$ cat config.mk
export PLATFORM = sky130hd
export DESIGN_NAME = irq_type_select
export DESIGN_NICKNAME = d
export VERILOG_FILES = /design/src/rtl/irq_sel_pkg.sv /design/src/rtl/irq_nmi_capture.sv /design/src/rtl/irq_prio_sel.sv /design/src/rtl/irq_hold.sv /design/src/rtl/irq_type_select.sv
export SDC_FILE = /design/constraint.sdc
export NUM_CORES = 1
export LEC_CHECK = 0
export BUFFER_PORTS_ARGS = -buffer_cell sky130_fd_sc_hd__buf_2
export CAP_MARGIN = 10
export CORE_UTILIZATION = 51
export CTS_BUF_LIST = sky130_fd_sc_hd__clkbuf_4 sky130_fd_sc_hd__clkbuf_8
export DETAILED_ROUTE_END_ITERATION = 10
export GPL_TIMING_DRIVEN = 1
export PLACE_DENSITY = 0.92
export REMOVE_ABC_BUFFERS = 1
export SYNTH_ARGS = -nofsm -noshare
export SYNTH_HDL_FRONTEND = slang
export SYNTH_SLANG_ARGS = --single-unit
$ cat constraint.sdc
create_clock -name clk -period 2.7 [get_ports clk]
set_clock_uncertainty 0.1 [all_clocks]
set_input_delay 0.54 -clock clk [delete_from_list [all_inputs] [get_ports clk]]
set_output_delay 0.54 -clock clk [all_outputs]
set_load 0.02 [all_outputs]
$ cat src/rtl/irq_sel_pkg.sv
// Shared constants and types for the interrupt source selector.
// Assumes: type numbers are one byte wide, as the vector scheme requires.
package irq_sel_pkg;
    localparam int TYPE_W = 8;

    localparam logic [TYPE_W-1:0] TYPE_DIV  = 8'h00;
    localparam logic [TYPE_W-1:0] TYPE_STEP = 8'h01;
    localparam logic [TYPE_W-1:0] TYPE_NMI  = 8'h02;
    localparam logic [TYPE_W-1:0] TYPE_BRK  = 8'h03;
    localparam logic [TYPE_W-1:0] TYPE_OVF  = 8'h04;

    typedef enum logic [2:0] {
        SRC_NONE,
        SRC_EXC,
        SRC_NMI,
        SRC_INTR,
        SRC_TRAP
    } irq_src_e;
endpackage

$ cat src/rtl/irq_nmi_capture.sv
// Synchronizes the NMI pin, detects its rising edge and holds one pending
// event until cleared. Assumes: the pin is asynchronous to clk; a new edge
// in the clear cycle wins over the clear.
module irq_nmi_capture #(
    parameter int SYNC_STAGES = 2
) (
    input  logic clk,
    input  logic rst_n,
    input  logic pin,
    input  logic clr,
    output logic pend
);
    logic synced;
    logic synced_q;
    logic rise;

    generate
        if (SYNC_STAGES == 0) begin : g_nosync
            assign synced = pin;
        end else begin : g_sync
            logic [SYNC_STAGES-1:0] stg;
            // Shift the pin through the synchronizer chain.
            always_ff @(posedge clk) begin
                if (!rst_n) begin
                    stg <= '0;
                end else begin
                    stg[0] <= pin;
                    for (int i = 1; i < SYNC_STAGES; i++) begin
                        stg[i] <= stg[i-1];
                    end
                end
            end
            assign synced = stg[SYNC_STAGES-1];
        end
    endgenerate

    assign rise = synced & ~synced_q;

    // Remember the previous synchronized level and hold the pending event.
    always_ff @(posedge clk) begin
        if (!rst_n) begin
            synced_q <= 1'b0;
            pend     <= 1'b0;
        end else begin
            synced_q <= synced;
            pend     <= (pend & ~clr) | rise;
        end
    end
endmodule

$ cat src/rtl/irq_prio_sel.sv
// Fixed-priority choice among all request conditions, purely combinational.
// Assumes: the result is only used on an instruction-boundary cycle.
module irq_prio_sel
    import irq_sel_pkg::*;
(
    input  logic              div_err,
    input  logic              swi,
    input  logic [TYPE_W-1:0] swi_num,
    input  logic              brk,
    input  logic              into,
    input  logic              of_flag,
    input  logic              nmi_pend,
    input  logic              intr_pin,
    input  logic [TYPE_W-1:0] intr_type,
    input  logic              if_flag,
    input  logic              tf_flag,
    output logic              hit,
    output irq_src_e          src,
    output logic [TYPE_W-1:0] typ
);
    // Walk the sources from highest to lowest rank.
    always_comb begin
        hit = 1'b1;
        src = SRC_EXC;
        typ = '0;
        if (div_err) begin
            typ = TYPE_DIV;
        end else if (swi) begin
            typ = swi_num;
        end else if (brk) begin
            typ = TYPE_BRK;
        end else if (into && of_flag) begin
            typ = TYPE_OVF;
        end else if (nmi_pend) begin
            src = SRC_NMI;
            typ = TYPE_NMI;
        end else if (intr_pin && if_flag) begin
            src = SRC_INTR;
            typ = intr_type;
        end else if (tf_flag) begin
            src = SRC_TRAP;
            typ = TYPE_STEP;
        end else begin
            hit = 1'b0;
            src = SRC_NONE;
        end
    end
endmodule

$ cat src/rtl/irq_hold.sv
// Captures the winning request at a boundary and holds it until acknowledged.
// Assumes: boundaries seen while a request is pending are dropped.
module irq_hold
    import irq_sel_pkg::*;
(
    input  logic              clk,
    input  logic              rst_n,
    input  logic              boundary,
    input  logic              hit,
    input  irq_src_e          sel_src,
    input  logic [TYPE_W-1:0] sel_type,
    input  logic              ack,
    output logic              valid,
    output irq_src_e          src,
    output logic [TYPE_W-1:0] typ
);
    // Load on a boundary when idle, release one cycle after acknowledge.
    always_ff @(posedge clk) begin
        if (!rst_n) begin
            valid <= 1'b0;
            src   <= SRC_NONE;
            typ   <= '0;
        end else if (valid) begin
            if (ack) begin
                valid <= 1'b0;
                src   <= SRC_NONE;
            end
        end else if (boundary && hit) begin
            valid <= 1'b1;
            src   <= sel_src;
            typ   <= sel_type;
        end
    end
endmodule

$ cat src/rtl/irq_type_select.sv
// Top of the interrupt source selector: NMI capture, priority choice and the
// output holding register. Assumes: intr_pin, flags and strobes are synchronous
// to clk; execute-stage strobes are only meaningful together with ex_done.
module irq_type_select
    import irq_sel_pkg::*;
#(
    parameter int SYNC_STAGES = 2
) (
    input  logic              clk,
    input  logic              rst_n,
    input  logic              nmi_pin,
    input  logic              intr_pin,
    input  logic [TYPE_W-1:0] intr_type,
    input  logic              if_flag,
    input  logic              tf_flag,
    input  logic              ex_done,
    input  logic              ex_div_err,
    input  logic              ex_swi,
    input  logic [TYPE_W-1:0] swi_num,
    input  logic              ex_brk,
    input  logic              ex_into,
    input  logic              of_flag,
    input  logic              irq_ack,
    output logic              irq_valid,
    output logic [TYPE_W-1:0] irq_type
);
    logic              nmi_pend;
    logic              nmi_clr;
    logic              sel_hit;
    irq_src_e          sel_src;
    logic [TYPE_W-1:0] sel_type;
    irq_src_e          held_src;

    assign nmi_clr = irq_valid & irq_ack & (held_src == SRC_NMI);

    irq_nmi_capture #(.SYNC_STAGES(SYNC_STAGES)) u_nmi (
        .clk   (clk),
        .rst_n (rst_n),
        .pin   (nmi_pin),
        .clr   (nmi_clr),
        .pend  (nmi_pend)
    );

    irq_prio_sel u_sel (
        .div_err   (ex_div_err),
        .swi       (ex_swi),
        .swi_num   (swi_num),
        .brk       (ex_brk),
        .into      (ex_into),
        .of_flag   (of_flag),
        .nmi_pend  (nmi_pend),
        .intr_pin  (intr_pin),
        .intr_type (intr_type),
        .if_flag   (if_flag),
        .tf_flag   (tf_flag),
        .hit       (sel_hit),
        .src       (sel_src),
        .typ       (sel_type)
    );

    irq_hold u_hold (
        .clk      (clk),
        .rst_n    (rst_n),
        .boundary (ex_done),
        .hit      (sel_hit),
        .sel_src  (sel_src),
        .sel_type (sel_type),
        .ack      (irq_ack),
        .valid    (irq_valid),
        .src      (held_src),
        .typ      (irq_type)
    );
endmodule

Yosys cells after proc, flatten, opt, wreduce, memory -nomap -nowiden
Cells that the tools add are included.
Word-level totals
  bits of input ports: 29
  register bits after elaboration: 16
  output and inout port bits: 9
Cells by class
  muxes and demuxes: 27
  reductions and logical operators: 6
  equality and inequality tests: 2
  bitwise logic cells: 8
Operators with widths (number)
  $mux 8: 6
  $mux 3: 10
  $mux 1: 11
  $and 1x1->1: 4
  $reduce_and 2->1: 2
  $eq 3x2->1 const B: 1
  $logic_and 1x1->1: 3
  $not 1->1: 3
  $ne 2x2->1 const B: 1
  $reduce_bool 2->1: 1
  $or 1x1->1: 1

Logic depth before layout (Yosys ltp)
  depth in word-level cells: 10
  mapped depth: 5

Cells and area by module
From an unflattened synthesis, not the netlist that was laid out.
Unflattened totals
  cells, all modules: 96
  area total of the unflattened synthesis: 878.3 sq um
By module, submodules not included
  irq_hold: area each 513.0 sq um, times used 1, cells each 53
  irq_prio_sel: area each 222.7 sq um, times used 1, cells each 31
  irq_nmi_capture: area each 130.1 sq um, times used 1, cells each 10
  irq_type_select: area each 12.5 sq um, times used 1, cells each 2

Least setup slack after synthesis
Ideal clock, no wire load.
  path type: input to register
  start: input port ex_into
  end: register u_hold.typ[3]
  library setup time: 0.065 ns
  stages: 5
  required time: 2.535 ns
  arrival: 1.469 ns
  slack: 1.065 ns
  path buffers: 1
  cells stage by stage: a2111o_1 -> o21ai_2 -> buf_4 -> a22oi_1 -> nor2b_1
On the way
  cells in the longest elaborated chain, start to end: 7
  elaborated cells on any way between the ends: 11
Ends and longest elaborated chain
  start, declared: RTL line irq_type_select.sv:21  | input logic ex_into,
  $logic_and 1x1->1 (*): RTL line irq_prio_sel.sv:32  | end else if (into && of_flag) begin
  $mux 1: RTL line irq_prio_sel.sv:32
  $mux 1: RTL line irq_prio_sel.sv:30  | end else if (brk) begin
  $mux 1: RTL line irq_prio_sel.sv:28  | end else if (swi) begin
  $mux 1: RTL line irq_prio_sel.sv:26  | if (div_err) begin
  $logic_and 1x1->1: RTL line irq_hold.sv:28  | end else if (boundary && hit) begin
  $reduce_and 2->1 (no line)
  end signal, assigned: RTL line irq_hold.sv:31  | typ <= sel_type;
  end, declared: RTL line irq_hold.sv:15  | output logic [TYPE_W-1:0] typ
Every way passes the cells marked *; elsewhere a longest branch is shown, timed or not.
A chain may end at the register's enable or synchronous reset.

Worst setup path after layout
  start: input port ex_swi
  end: register u_hold.typ[5]
On the way
  cells in the longest elaborated chain, start to end: 4
  elaborated cells on any way between the ends: 6
Ends and longest elaborated chain
  start, declared: RTL line irq_type_select.sv:18  | input logic ex_swi,
  $mux 1: RTL line irq_prio_sel.sv:28
  $mux 1: RTL line irq_prio_sel.sv:26
  $logic_and 1x1->1: RTL line irq_hold.sv:28
  $reduce_and 2->1 (no line)
Parallel ways exist; a longest one is shown, timed or not.

==> metrics.txt <==
status completed; first-pass GRT wire length 3220 microns; Sw Share 27.7%; Clock Path Buffers 2; internal power 0.339 mW; CTS resizes 0; Worst R2R Start u_hold.valid; Hold Vio Cnt, Final 0; initial antenna violation count 0; CP Launch Type input port; vias post-DR 842; Hold Path Depth 2; share of the synthesized area in the top cell type 39.2%; power density over the cells 464 mW/mm^2; Final Max Tran Viols 0; port buffer count 37; Async SR Flop Fraction 0%; Syn Std Cell Area 817 sq um; synthesized instance count 86; Die Area 0.00177 sq mm; htree depth 1; CP Class in -> reg; HPWL after DPL 1540 microns; # diodes 0; Num CTS Buffers 3; Post-synth EDFFs 0; Boundary Pins 38; Max Cap Viol 0; Lkg Pwr 0.442 nW; fin nets 152; top cells by count, synth dfxtp_1 (16), nor2b_1 (7), nand2_1 (6); Setup TNS Final 0 ps; Sw Pwr 0.130 mW; Reg clk slew, reported paths 90 ps; hold_sp nmi_pin; crit path DAT 1850 ps; Synth area leaders dfxtp_1 (39%), a32o_1 (6.1%), nor2b_1 (5.4%); RSZ-0062 raised after global routing no; Initial DRC Count 29; Slew @ Worst Pin 608 ps; worst hold endpoint u_nmi.g_sync.stg[0]; Placer Congestion 0.794; layout cells sized above 1 37.2%; CTS tree done; CORE AREA 0.00151 sq mm; drt via density 6.15; CP Capture Type flop; vias in the first global route 752; most common cell in the netlist dfxtp_1; Starting Density 54.2%; combinational share of power 19.9%; Fin Hold WS 357 ps; reg2reg path depth 4; Synth cell types 37; clock power share 26.3%; leading area contributor after synthesis dfxtp_1; RR Endpoint u_hold.typ[2]; Post-CTS Hold Fix Bufs 0; Post-synth top flop dfxtp_1; Fill cells 136; GR Overflow Total 0; CTS Sinks 16; Crit Path Max Fanout 12; P&R area growth vs syn 23.7%; GRT Overall Usage 24.6%; VDD IR max 0.000312 V; Rel. slew slack 59.4%; wire per inst 15.2 microns; Die Ht 42.0 microns; Hold Crit Class in -> reg; Detailed Routing Iterations Pass 1 5; remaining antenna violation count 0; syn avg cell area 9.50 sq um; maximum achievable frequency 578 MHz; minimum clock period 1730 ps; sequential area share after synthesis 39.2%; setup repair bufs after CTS 0; count of final setup violators 0; Clock Tree Root clkbuf_4; r2r setup slk 1020 ps; Seq cells post-synth 16; number of remaining DRC errors 0; Synth Warn # 0; final period utilization 64.1%; Data required, critical path 2820 ps; clk_lat worst skew 280 ps; Die Span X 42.0 microns; Detailed Route WL 2080 microns; largest net degree at the start of global routing 20; Seq pwr share 53.8%; Site Rows 14
state kept, by name, indices dropped and copies added (netlist names):
register	cells
u_nmi.pend	1
u_hold.typ	8
u_hold.valid	1
u_hold.src	3
u_nmi.synced_q	1
u_nmi.g_sync.stg	2
power by group through the flow:
stage | Combinational (mW) | Clock [mW] | Sequential [mW]
after floorplan | 0.0432 | 0 | 0.263
after global placement | 0.0891 | 0 | 0.257
after detailed placement | 0.0918 | 0 | 0.258
after CTS | 0.0929 | 0.126 | 0.252
after global routing | 0.102 | 0.137 | 0.253
final | 0.0932 | 0.124 | 0.253
layer usage:
| metal | vias to the layer above | routed length (microns) | track usage, % |
|---|---|---|---|
| li1 | 402 | - | - |
| met1 | 400 | 830 | 27.3 |
| met2 | 34 | 1110 | 43.4 |
| met3 | 6 | 99 | 4.31 |
| met4 | 0 | 47 | 15.0 |
| met5 | - | 0 | 0 |
area by class of cell:
class                      instances  area (sq um)  area share (%)
inverter                           2          7.51           0.743
timing repair buffer              37           185            18.3
sequential                        16           320            31.7
tap                               16          20.0            1.98
multi-input combinational         63           455            45.0
clock buffer                       3          22.5            2.23
stage by stage:
stage / power (mW) / worst slack, ps / cell area (sq um) / util, % / cells
floorplan: 0.306 / 981 / 783 / - / 81
global placement: 0.346 / 748 / 988 / 65.6 / 134
detailed placement: 0.350 / 703 / 988 / 65.6 / 134
CTS: 0.471 / 978 / 1010 / 67.1 / 137
global route: 0.493 / 795 / 1010 / 67.1 / 137
finish: 0.469 / 971 / 1010 / 67.1 / 137
cell usage in the layout, fill, tap and decap left out, types with 2 or more instances in the layout:
cell type and count:
buf_2 37, a32o_1 5, a21oi_1 3, o21ai_0 3, dfxtp_1 16, a211oi_1 2, a22oi_1 5, nor2b_1 7
a21boi_0 2, and2_1 4, inv_1 2, nand2b_1 4, nand2_1 6, clkbuf_4 3
cell families after synthesis:
family | after synthesis | synth area share (%)
AO/OA/AOI/OAI | 33 | 33.7
buffers and inverters | 7 | 5.05
flip-flops | 16 | 39.2
multiplexers | 1 | 1.23
AND/OR/NAND/NOR | 29 | 20.8
critical path, stage by stage:
cell	delay (ps)
buf_2	170
a2111o_1	400
o21ai_2	410
a22oi_1	190
nor2b_1	130
how the worst max path moves through the flow:
stage          startpoint            end  slack (ps)  depth (start not counted)
4_1_cts            ex_swi  u_hold.typ[5]         980                          5
3_3_place_gp       ex_swi  u_hold.typ[0]         750                          5
3_5_place_dp       ex_swi  u_hold.typ[7]         700                          5
6_report           ex_swi  u_hold.typ[5]         970                          5
5_1_grt            ex_swi  u_hold.typ[5]         800                          5
2_1_floorplan     ex_into  u_hold.typ[0]         980                          4
Note: power is estimated with default switching activity, not from simulation.
